==> src/rtl/umr_pkg.sv <==
package umr_pkg;

   typedef enum logic [1:0] {
      UMR_NORMAL = 2'b00,
      UMR_ECHO   = 2'b01,
      UMR_LOCAL  = 2'b10,
      UMR_REMOTE = 2'b11
   } umr_mode_e;

   function automatic logic umr_is_echo(umr_mode_e m);
      return (m == UMR_ECHO) || (m == UMR_REMOTE);
   endfunction

endpackage

==> src/rtl/umr_exit_ctl.sv <==
module umr_exit_ctl
   import umr_pkg::*;
(
   input  logic       clk,
   input  logic       rst_n,
   input  logic [1:0] mode_i,
   input  logic       tx_en_i,
   input  logic       stop_sampled_i,
   input  logic       stop_done_i,
   output umr_mode_e  eff_mode_o,
   output logic       hold_o
);

   logic      hold_q;
   umr_mode_e held_q;
   logic      arm;

   // Effective mode: a pending deferred exit pins the latched echo mode.
   assign eff_mode_o = hold_q ? held_q : umr_mode_e'(mode_i);
   assign hold_o     = hold_q;
   assign arm        = stop_sampled_i & tx_en_i & umr_is_echo(eff_mode_o);

   always_ff @(posedge clk) begin
      if (!rst_n) begin
         hold_q <= 1'b0;
         held_q <= UMR_NORMAL;
      end else if (arm) begin
         hold_q <= 1'b1;
         held_q <= eff_mode_o;
      end else if (stop_done_i) begin
         hold_q <= 1'b0;
      end
   end

   AST_HOLD_RELEASE: assert property (@(posedge clk) disable iff (!rst_n)
      (hold_q && stop_done_i && !stop_sampled_i) |=> !hold_o);
   AST_HOLD_ECHO_ONLY: assert property (@(posedge clk) disable iff (!rst_n)
      hold_o |-> umr_is_echo(eff_mode_o));
   AST_SET_WINS: assert property (@(posedge clk) disable iff (!rst_n)
      (stop_sampled_i && stop_done_i && tx_en_i && umr_is_echo(eff_mode_o)) |=> hold_o);
   AST_NO_ARM_TX_OFF: assert property (@(posedge clk) disable iff (!rst_n)
      (!hold_o && !tx_en_i) |=> !hold_o);

endmodule

==> src/rtl/umr_line_route.sv <==
module umr_line_route
   import umr_pkg::*;
#(
   parameter int RECLK_STAGES = 1,
   parameter bit IDLE_LEVEL   = 1'b1
) (
   input  logic      clk,
   input  logic      rst_n,
   input  umr_mode_e eff_mode_i,
   input  logic      rx_en_i,
   input  logic      tx_en_i,
   input  logic      rxd_pin_i,
   input  logic      tx_ser_i,
   output logic      txd_pin_o,
   output logic      rx_ser_o
);

   logic rxd_rc;

   // Re-clocking of the incoming line; variant chosen by parameter.
   if (RECLK_STAGES == 1) begin : g_reclk_one
      logic s0_q;
      always_ff @(posedge clk) begin
         if (!rst_n) s0_q <= IDLE_LEVEL;
         else        s0_q <= rxd_pin_i;
      end
      assign rxd_rc = s0_q;
   end else begin : g_reclk_two
      logic [1:0] s_q;
      always_ff @(posedge clk) begin
         if (!rst_n) s_q <= {2{IDLE_LEVEL}};
         else        s_q <= {s_q[0], rxd_pin_i};
      end
      assign rxd_rc = s_q[1];
   end

   always_comb begin
      unique case (eff_mode_i)
         UMR_ECHO, UMR_REMOTE: begin
            txd_pin_o = rx_en_i ? rxd_rc : IDLE_LEVEL;
            rx_ser_o  = rxd_pin_i;
         end
         UMR_LOCAL: begin
            txd_pin_o = IDLE_LEVEL;
            rx_ser_o  = tx_en_i ? tx_ser_i : IDLE_LEVEL;
         end
         default: begin
            txd_pin_o = tx_ser_i;
            rx_ser_o  = rxd_pin_i;
         end
      endcase
   end

   logic past_ok_q;
   always_ff @(posedge clk) begin
      if (!rst_n) past_ok_q <= 1'b0;
      else        past_ok_q <= 1'b1;
   end

   if (RECLK_STAGES == 1) begin : g_chk_one
      AST_ECHO_RECLK: assert property (@(posedge clk) disable iff (!rst_n)
         (past_ok_q && umr_is_echo(eff_mode_i) && rx_en_i) |-> (txd_pin_o == $past(rxd_pin_i)));
   end
   AST_LOCAL_PIN_IDLE: assert property (@(posedge clk) disable iff (!rst_n)
      (eff_mode_i == UMR_LOCAL) |-> (txd_pin_o == IDLE_LEVEL));
   AST_LOCAL_FEED: assert property (@(posedge clk) disable iff (!rst_n)
      (eff_mode_i == UMR_LOCAL && tx_en_i) |-> (rx_ser_o == tx_ser_i));
   AST_ECHO_OFF_IDLE: assert property (@(posedge clk) disable iff (!rst_n)
      (umr_is_echo(eff_mode_i) && !rx_en_i) |-> (txd_pin_o == IDLE_LEVEL));

endmodule

==> src/rtl/umr_tick_route.sv <==
module umr_tick_route
   import umr_pkg::*;
(
   input  logic      clk,
   input  logic      rst_n,
   input  umr_mode_e eff_mode_i,
   input  logic      rx_tick_i,
   input  logic      tx_tick_i,
   output logic      rx_tick_o,
   output logic      tx_tick_o
);

   assign rx_tick_o = (eff_mode_i == UMR_LOCAL) ? tx_tick_i : rx_tick_i;
   assign tx_tick_o = umr_is_echo(eff_mode_i)   ? rx_tick_i : tx_tick_i;

   AST_ECHO_TX_TICK: assert property (@(posedge clk) disable iff (!rst_n)
      umr_is_echo(eff_mode_i) |-> (tx_tick_o == rx_tick_i));
   AST_LOCAL_RX_TICK: assert property (@(posedge clk) disable iff (!rst_n)
      (eff_mode_i == UMR_LOCAL) |-> (rx_tick_o == tx_tick_i));
   AST_NORMAL_TICKS: assert property (@(posedge clk) disable iff (!rst_n)
      (eff_mode_i == UMR_NORMAL) |-> (rx_tick_o == rx_tick_i && tx_tick_o == tx_tick_i));

endmodule

==> src/rtl/umr_cpu_gate.sv <==
module umr_cpu_gate
   import umr_pkg::*;
#(
   parameter int ERR_W = 3
) (
   input  logic             clk,
   input  logic             rst_n,
   input  umr_mode_e        eff_mode_i,
   input  logic             tx_room_raw_i,
   input  logic             tx_idle_raw_i,
   input  logic             cpu_tx_wr_i,
   input  logic             rx_push_i,
   input  logic [ERR_W-1:0] rx_err_i,
   output logic             tx_room_o,
   output logic             tx_idle_o,
   output logic             cpu_tx_wr_o,
   output logic             rx_push_o,
   output logic [ERR_W-1:0] rx_err_o,
   output logic             chk_en_o
);

   logic tx_masked;
   logic rx_masked;

   assign tx_masked   = umr_is_echo(eff_mode_i);
   assign rx_masked   = (eff_mode_i == UMR_REMOTE);

   assign tx_room_o   = tx_room_raw_i & ~tx_masked;
   assign tx_idle_o   = tx_idle_raw_i & ~tx_masked;
   assign cpu_tx_wr_o = cpu_tx_wr_i   & ~tx_masked;
   assign rx_push_o   = rx_push_i     & ~rx_masked;
   assign rx_err_o    = rx_err_i      & {ERR_W{~rx_masked}};
   assign chk_en_o    = ~rx_masked;

   AST_TX_SIDE_QUIET: assert property (@(posedge clk) disable iff (!rst_n)
      umr_is_echo(eff_mode_i) |-> (!tx_room_o && !tx_idle_o && !cpu_tx_wr_o));
   AST_REMOTE_NO_HOST: assert property (@(posedge clk) disable iff (!rst_n)
      (eff_mode_i == UMR_REMOTE) |-> (!rx_push_o && rx_err_o == '0 && !chk_en_o));
   AST_ECHO_RX_LIVE: assert property (@(posedge clk) disable iff (!rst_n)
      (eff_mode_i == UMR_ECHO) |-> (rx_push_o == rx_push_i && rx_err_o == rx_err_i && chk_en_o));

endmodule

==> src/rtl/uart_mode_router.sv <==
module uart_mode_router
   import umr_pkg::*;
#(
   parameter int ERR_W        = 3,
   parameter int RECLK_STAGES = 1,
   parameter bit IDLE_LEVEL   = 1'b1
) (
   input  logic             clk,
   input  logic             rst_n,
   input  logic [1:0]       mode_i,
   input  logic             rx_en_i,
   input  logic             tx_en_i,
   input  logic             rxd_pin_i,
   output logic             txd_pin_o,
   input  logic             tx_ser_i,
   output logic             rx_ser_o,
   input  logic             rx_tick_i,
   input  logic             tx_tick_i,
   output logic             rx_tick_o,
   output logic             tx_tick_o,
   input  logic             stop_sampled_i,
   input  logic             stop_done_i,
   input  logic             tx_room_raw_i,
   input  logic             tx_idle_raw_i,
   output logic             tx_room_o,
   output logic             tx_idle_o,
   input  logic             cpu_tx_wr_i,
   output logic             cpu_tx_wr_o,
   input  logic             rx_push_i,
   output logic             rx_push_o,
   input  logic [ERR_W-1:0] rx_err_i,
   output logic [ERR_W-1:0] rx_err_o,
   output logic             chk_en_o
);

   if (ERR_W < 1 || ERR_W > 16) begin : g_bad_err_w
      $error("uart_mode_router: ERR_W must lie in 1..16");
   end
   if (RECLK_STAGES < 1 || RECLK_STAGES > 2) begin : g_bad_reclk
      $error("uart_mode_router: RECLK_STAGES must be 1 or 2");
   end

   umr_mode_e eff_mode;
   logic      hold;

   umr_exit_ctl u_exit (
      .clk            (clk),
      .rst_n          (rst_n),
      .mode_i         (mode_i),
      .tx_en_i        (tx_en_i),
      .stop_sampled_i (stop_sampled_i),
      .stop_done_i    (stop_done_i),
      .eff_mode_o     (eff_mode),
      .hold_o         (hold)
   );

   umr_line_route #(
      .RECLK_STAGES (RECLK_STAGES),
      .IDLE_LEVEL   (IDLE_LEVEL)
   ) u_line (
      .clk        (clk),
      .rst_n      (rst_n),
      .eff_mode_i (eff_mode),
      .rx_en_i    (rx_en_i),
      .tx_en_i    (tx_en_i),
      .rxd_pin_i  (rxd_pin_i),
      .tx_ser_i   (tx_ser_i),
      .txd_pin_o  (txd_pin_o),
      .rx_ser_o   (rx_ser_o)
   );

   umr_tick_route u_tick (
      .clk        (clk),
      .rst_n      (rst_n),
      .eff_mode_i (eff_mode),
      .rx_tick_i  (rx_tick_i),
      .tx_tick_i  (tx_tick_i),
      .rx_tick_o  (rx_tick_o),
      .tx_tick_o  (tx_tick_o)
   );

   umr_cpu_gate #(
      .ERR_W (ERR_W)
   ) u_gate (
      .clk           (clk),
      .rst_n         (rst_n),
      .eff_mode_i    (eff_mode),
      .tx_room_raw_i (tx_room_raw_i),
      .tx_idle_raw_i (tx_idle_raw_i),
      .cpu_tx_wr_i   (cpu_tx_wr_i),
      .rx_push_i     (rx_push_i),
      .rx_err_i      (rx_err_i),
      .tx_room_o     (tx_room_o),
      .tx_idle_o     (tx_idle_o),
      .cpu_tx_wr_o   (cpu_tx_wr_o),
      .rx_push_o     (rx_push_o),
      .rx_err_o      (rx_err_o),
      .chk_en_o      (chk_en_o)
   );

   AST_IMMEDIATE_MODE: assert property (@(posedge clk) disable iff (!rst_n)
      !hold |-> (eff_mode == umr_mode_e'(mode_i)));
   AST_HOLD_PINS_ECHO: assert property (@(posedge clk) disable iff (!rst_n)
      hold |-> (!tx_room_o && !tx_idle_o && tx_tick_o == rx_tick_i));

endmodule

==> config.mk <==
export PLATFORM = sky130hd
export DESIGN_NAME = uart_mode_router
export DESIGN_NICKNAME = d
export VERILOG_FILES = /design/src/rtl/umr_pkg.sv /design/src/rtl/umr_exit_ctl.sv /design/src/rtl/umr_line_route.sv /design/src/rtl/umr_tick_route.sv /design/src/rtl/umr_cpu_gate.sv /design/src/rtl/uart_mode_router.sv
export SDC_FILE = /design/constraint.sdc
export NUM_CORES = 1
export LEC_CHECK = 0
export BUFFER_PORTS_ARGS = -buffer_cell sky130_fd_sc_hd__buf_2
export CORE_AREA = 3 3 40 42
export CTS_BUF_LIST = sky130_fd_sc_hd__clkbuf_8
export DETAILED_ROUTE_END_ITERATION = 10
export DIE_AREA = 0 0 43 45
export PLACE_DENSITY = 0.65
export SLEW_MARGIN = 20
export SYNTH_ARGS = -nofsm -noshare
export SYNTH_HDL_FRONTEND = slang
export SYNTH_SLANG_ARGS = --single-unit
==> constraint.sdc <==
create_clock -name clk -period 3 [get_ports clk]
set_input_delay 0.45 -clock clk [delete_from_list [all_inputs] [get_ports clk]]
set_output_delay 0.45 -clock clk [all_outputs]
set_load 0.01 [all_outputs]
Word-level counts from Yosys, hierarchy flattened:

Index checks and enable logic that the tools add are counted.

* bitwise operators: 9
* muxes and demuxes: 9
* eq/ne operators: 3
* reductions and logical operators: 3

Operators with widths (number)
* 1-bit two-way mux: 7
* 1-bit bitwise AND: 6
* 2-bit == test, second input constant: 2
* 3-bit bitwise AND: 1
* 2-bit by 1-bit == test with 1-bit output, second input constant: 1
* 2-bit two-way mux: 1
* 1-bit inverter: 2
* 1-bit case mux with 2 select lines: 1
* 2-bit nonzero test: 1
* 2-bit OR reduction: 1
* 1-bit logical OR: 1

* register bits: 4
* word-level logic and storage cells: 27
* output and inout bits: 12

Depth between registers and ports, before layout:

Gate-level depths: netlist (run 1).

* depth in word-level cells: 5
* gate-level depth with buffers: 3

Cells and area by module:

From an unflattened synthesis (run 1), not the netlist that was laid out.

* cells, all modules: 31
* area, all modules: 295.3 sq um

Modules (own cells, without submodules)
* umr_exit_ctl: times used 1, area each 142.6 sq um, cells an instance 12
* umr_line_route: times used 1, area each 71.3 sq um, cells an instance 8
* umr_cpu_gate: times used 1, area each 52.6 sq um, cells an instance 8
* umr_tick_route: times used 1, area each 28.8 sq um, cells an instance 3

Worst setup path after synthesis (run 1):

OpenSTA, ideal clock, no wires.

* path kind: reg2out
* start: reg u_exit.hold_q (netlist: u_exit.hold_o)
* end: out rx_ser_o
* data arrival time: 1.213 ns
* cell stages (with the launch flop): 4
* slack: 1.337 ns
* path buffers: 0
* cell sequence: dfxtp_1 -> mux2_4 -> nor2b_4 -> mux2_4

* cells in the longest elaborated chain, start to end: 3

RTL lines
* start: declaration: RTL line umr_exit_ctl.sv:14 `logic hold_q;`
* start signal: assignment: RTL line umr_exit_ctl.sv:25 `hold_q <= 1'b0;`
* start signal: assignment: RTL line umr_exit_ctl.sv:28 `hold_q <= 1'b1;`
* start signal: assignment: RTL line umr_exit_ctl.sv:31 `hold_q <= 1'b0;`
* 2-bit two-way mux: RTL line umr_exit_ctl.sv:19 `assign eff_mode_o = hold_q ? held_q : umr_mode_e'(mode_i);`
* 2-bit == test: RTL line umr_line_route.sv:38 `unique case (eff_mode_i)`
* 1-bit two-way mux: RTL line umr_line_route.sv:38
* end: declaration: RTL line uart_mode_router.sv:16 `output logic rx_ser_o,`

Every way passes these cells.

Worst setup path in the final report (run 1):

* start: reg u_exit.hold_q (netlist: u_exit.hold_o)
* end: out rx_tick_o

* cells in the longest elaborated chain, start to end: 3

RTL lines
* 2-bit two-way mux: RTL line umr_exit_ctl.sv:19
* 2-bit == test: RTL line umr_tick_route.sv:13 `assign rx_tick_o = (eff_mode_i == UMR_LOCAL) ? tx_tick_i : rx_tick_i;`
* 1-bit two-way mux: RTL line umr_tick_route.sv:13
* end: declaration: RTL line uart_mode_router.sv:19 `output logic rx_tick_o,`

Every way passes these cells.

==> results of run 1 <==
[logic make-up (layout without fill, tap and decap cells)]
group	after synthesis	after routing	synth area share, %
AO/OA/AOI/OAI	4	4	10.7
AND/OR/NAND/NOR	16	16	32.1
flip-flops	4	4	25.4
buffers and inverters	5	38	5.95
multiplexers	6	6	25.8
[power by group through the flow]
stage | combinational [µW] | clock [µW] | sequential, µW
after global routing | 61.8 | 119 | 58.6
after detailed placement | 56.5 | 0 | 59.0
after floorplan | 31.2 | 0 | 58.6
after CTS | 56.8 | 115 | 58.3
after global placement | 56.1 | 0 | 59.0
final | 55.7 | 111 | 58.3
[synthesized netlist by cell type]
cell | n | share of area, %
a21boi_0 | 1 | 2.4
a21boi_1 | 1 | 2.4
a31oi_1 | 1 | 2.0
a31oi_2 | 1 | 4.0
and2_1 | 4 | 7.9
and3b_1 | 1 | 2.8
dfxtp_1 | 4 | 25
inv_1 | 5 | 6.0
mux2_2 | 1 | 3.6
mux2_4 | 4 | 19
mux2i_1 | 1 | 3.2
nand2_1 | 2 | 2.4
nand2b_1 | 2 | 4.0
nand3_2 | 1 | 3.2
nor2_1 | 3 | 3.6
nor2b_4 | 1 | 4.4
nor3_1 | 1 | 1.6
or2b_1 | 1 | 2.4
[layer usage]
metal  share of wire (%)  wire, µm  global-route usage, %  vias up
met1                  39       303                   9.90      155
met3                 7.5        59                   2.79        0
met5                   0         0                      0        -
met4                   0         0                   7.23        0
met2                  54       421                   12.9       10
li1                    -         -                      -      182
[flip-flops by register name (all words and copies together) (netlist names)]
signal,count
u_exit.held_q,2
u_line.g_reclk_one.s0_q,1
u_exit.hold_o,1
[critical path, cell delays in order, from the launching register on]
cell	delay, ps
dfxtp_1	420
mux2_4	380
nor2b_4	150
mux2_4	300
buf_2	140
[per-stage QoR]
step,instances,setup slack (ps),cell area [µm²],power (µW)
final,83,947,526,225
after global routing,83,872,526,239
after CTS,83,937,526,230
after detailed placement,80,1090,484,116
after global placement,80,1100,484,115
after floorplan,35,1340,315,89.8
[cell type report]
cell class	count	area [µm²]
multi-input cells	26	216
clock buffers	3	41.3
fillers	143	759
repair buffers	30	150
flip-flops and latches	4	80.1
well taps	15	18.8
inverters	5	18.8
[worst paths after layout]
check	startpoint	end	slack (ps)	depth (start not counted)
min reg2reg	u_exit.held_q[0]	u_exit.held_q[0]	480	2
min	rxd_pin_i	u_line.g_reclk_one.s0_q	440	2
max reg2reg	u_exit.hold_o	u_exit.held_q[1]	1840	3
max	u_exit.hold_o	rx_tick_o	950	4
==> flow_summary.ini, run 1 <==
[floorplan]
ios = 31
dieArea_um2 = 1940
core_um2 = 1280
die_y_um = 45
rows = 13
initial_core_util_pct = 24.5
die_w_um = 43

[clock_tree]
clk_latency_ps = 210
cts_tree = built
numCtsBuffers = 3
ctsResizeCount = 0
hold_buffers = 0
clockBufferDepth = 2
cts.sinks = 4
htree_levels = 1
path_clk_slew_ps = 30
post_cts_buffers = 0
cts_root_buf = clkbuf_8

[final_layout]
layout-drive-gt1-share_pct = 60.3
antennaDiodeCount = 0
mostFrequentLayoutCell = buf_2
area_growth_syn_to_layout_pct = 66.7
final_nets = 89
most-common-layout-cells = 30 x buf_2, 5 x inv_1, 4 x mux2_4, 4 x and2_1, 4 x dfxtp_1
post-route-util_pct = 40.9

[pwr]
p_leak_uw = 0.000289
p_per_area_nw_per_um2 = 429
power_frac_comb_pct = 24.7
vdd_drop_max_v = 0.000190
seq_power_share_pct = 25.9
intPower_uw = 173
p_clk_share_pct = 49.4
p_switching_uw = 52.4
swShare_pct = 23.3

[synthesis]
syn_area_per_cell_um2 = 9.01
syn_inst = 35
yosysUniqueCellTypes = 18
netlist_area_um2 = 315
synth.yosys.seq_area_share_pct = 25.4
synth-seq-cells = 4
synth_nets = 54
synth_warnings = 0

[worst_hold_path]
hp-class = in2reg

[drt]
ant_nets = 0
drt_iter0_markers = 3
wire_per_inst_um = 9.43
vias = 347
drc_errors = 0
wl_um = 783
firstDrtPassIters = 2
avgViaCountPerCell = 4.18

[timing]
timing.final.crit_period_ps = 2050
rsz0062_at_grt = no
hold_slack_ps = 444
slew_headroom_pct = 85.5
finalHoldViolCount = 0
final.setup.tns_ps = 0
fmax_ghz = 0.487
drv_slew = 0
setup_viol = 0
min_period_over_period_pct = 68.4
fin_skew_ps = 2.10
tightest_slew_ps = 217

[grt]
track_usage_pct = 8.58
antenna_found_initial = 0
grt_max_degree = 9
grt_pass1_vias = 318
grt_pass1_wl_um = 1220
grt_overflow = 0

[critical_path]
worstSetupEndpointType = output port
critPathRequiredTime_ps = 2550
worst_setup_path_start_kind = register
cp.arrival_ps = 1600
worstPathMaxFanout = 8
crit_type = reg2out

[placed_design]
place.port_buffers = 30
dpl.hpwl_um = 678
gp_congestion = 0.669

[outcome]
status = complete, no violations

[job]
drv_cap = 0
Note: power is estimated with default switching activity, not from simulation.
==> run 2: changes to the inputs <==
--- a/config.mk
+++ b/config.mk
@@ -5,12 +5,13 @@
 export SDC_FILE = /design/constraint.sdc
 export NUM_CORES = 1
 export LEC_CHECK = 0
+export ABC_AREA = 1
 export BUFFER_PORTS_ARGS = -buffer_cell sky130_fd_sc_hd__buf_2
 export CORE_AREA = 3 3 40 42
 export CTS_BUF_LIST = sky130_fd_sc_hd__clkbuf_8
 export DETAILED_ROUTE_END_ITERATION = 10
 export DIE_AREA = 0 0 43 45
-export PLACE_DENSITY = 0.65
+export PLACE_DENSITY = 0.67
 export SLEW_MARGIN = 20
 export SYNTH_ARGS = -nofsm -noshare
 export SYNTH_HDL_FRONTEND = slang
==> constraint.sdc (replaced) <==
create_clock -name clk -period 2.07 [get_ports clk]
set_input_delay 0.3105 -clock clk [delete_from_list [all_inputs] [get_ports clk]]
set_output_delay 0.3105 -clock clk [all_outputs]
set_load 0.01 [all_outputs]
==> run 2 against run 1 <==
Sequential power rose by 43%. Largest power group unchanged. First-iteration DRC count shrank 33%. Clock skew shrank 1.1 ps. Critical path depth rose by 4. Clock-buffer cell count unchanged. Sequential share of layout area fell by 0.76 points.
==> flow_summary.ini, run 2 <==
[outcome]
status = complete, no violations

[synthesis]
synth_warnings = 0
yosysTopAreaCell = dfxtp_1
async_reset_ff_share_pct = 0
synth-seq-cells = 4
netlist_area_um2 = 343
synth.yosys.seq_area_share_pct = 23.4
syn_area_per_cell_um2 = 5.71
synth_most_common_cell = inv_1
syn_inst = 60
synth_area_leaders = dfxtp_1 23%, inv_1 19%, nand2_1 15%, nor2_1 8.8%, nand2_4 6.6%
synth_edf_count = 0
synthTopCellsByCount = 17 x inv_1, 14 x nand2_1, 8 x nor2_1
synth_nets = 79
synth_top_area_share_pct = 23.4
yosysUniqueCellTypes = 13
ys.flop_type = dfxtp_1

[timing]
setup_viol = 0
fmax_ghz = 0.664
timing.final.crit_period_ps = 1510
finalHoldViolCount = 0
min_period_over_period_pct = 72.7
tightest_slew_ps = 162
final.setup.tns_ps = 0
drv_slew = 0
fin_skew_ps = 0.957
rsz0062_at_grt = no
slew_headroom_pct = 89.1

[critical_path]
worstPathMaxFanout = 10
crit_type = reg2out
cp.arrival_ps = 1200
slowest_delay_ps = 330
worstSetupEndpointType = output port
critPathRequiredTime_ps = 1760
cpMaxStageDelayCell = dfxtp_1
worst_setup_path_start_kind = register
cp_cell_sequence = inv_1 > nand2_2 > nand2_4 > inv_4 > nand2_2 > nand2_1 > nand2_1 > buf_2

[clock_tree]
cts.sinks = 4
htree_levels = 1
hold_buffers = 0
numCtsBuffers = 3
cts_root_buf = clkbuf_8
cts_tree = built
post_cts_buffers = 0
clk_latency_ps = 210
path_clk_slew_ps = 30
ctsResizeCount = 0
clockBufferDepth = 2

[final_layout]
most-common-layout-cells = 30 x buf_2, 17 x inv_1, 14 x nand2_1
area_growth_syn_to_layout_pct = 61.3
largest_register_ffs = 2
regMostFlops = u_exit.held_q
final_nets = 114
layout-drive-gt1-share_pct = 44.1
stdcell_count = 108
antennaDiodeCount = 0
mostFrequentLayoutCell = buf_2
post-route-util_pct = 43.0

[floorplan]
dieArea_um2 = 1940
die_y_um = 45
initial_core_util_pct = 26.7
core_um2 = 1280
rows = 13
die_w_um = 43
ios = 31

[pwr]
vdd_drop_max_v = 0.000378
p_per_area_nw_per_um2 = 616
p_leak_uw = 0.000345

[drt]
vias = 453
drt_iter0_markers = 2
avgViaCountPerCell = 4.19
ant_nets = 0
drc_errors = 0
wire_per_inst_um = 7.58
wl_um = 819
firstDrtPassIters = 2

[placed_design]
placed_cells = 105
place.port_buffers = 30
dpl.hpwl_um = 726
gp_congestion = 0.673

[job]
drv_cap = 0

[grt]
antenna_found_initial = 0
grt_max_degree = 11
track_usage_pct = 8.32
grt_pass1_wl_um = 1220
grt_pass1_vias = 348
grt_overflow = 0

[worst_hold_path]
hp-class = in2reg
==> run 2: kinds of logic after synthesis <==
logic type,share of synthesized area [%]
simple gates,48.9
buf+inv,20.4
compound gates,7.30
flops,23.4
==> run 2: layout make-up <==
cell class                      count  area (µm²)
Inverter                           18        70.1
Tap cell                           15        18.8
Clock buffer                        3        41.3
Multi-Input combinational cell     38         193
Sequential cell                     4        80.1
Fill cell                         147         732
Timing Repair Buffer               30         150
==> run 2: layer usage <==
layer	GRT usage (%)	vias up	routed length (µm)
met5	0	-	0
li1	-	237	-
met3	3.59	2	125
met4	5.42	0	8
met2	13.8	23	383
met1	8.65	191	302
==> run 2: per-stage QoR <==
stage / setup WS [ps] / power, µW / hold WS (ps) / instance area [µm²]
floorplan: 929 / 141 / 417 / 343
global placement: 776 / 181 / 444 / 512
detailed placement: 770 / 182 / 452 / 512
CTS: 545 / 348 / 306 / 553
global route: 451 / 363 / 314 / 553
finish: 564 / 341 / 306 / 553
==> run 2: report_power, final <==
part / leakage, µW / switching, µW / internal [µW]
Clock: 0.0000216 / 37.4 / 124
Sequential: 0.0000329 / 1.69 / 81.7
Combinational: 0.000290 / 53.4 / 42.8
Total: 0.000345 / 92.5 / 248
==> run 2: worst max-delay path, delay by kind of cell (launching register included) <==
family / cells / cell delay, ps
and+or+nand+nor: 5 / 320
buffers and inverters: 3 / 320
DFF: 1 / 330
==> run 2: worst paths after layout <==
check / endpoint / slack, ps / from / depth (start not counted)
min reg2reg: u_exit.held_q[0] / 460 / u_exit.held_q[0] / 2
max: rx_ser_o / 560 / u_exit.hold_o / 8
min: u_line.g_reclk_one.s0_q / 310 / rxd_pin_i / 2
max reg2reg: u_exit.held_q[0] / 1170 / u_exit.hold_o / 5
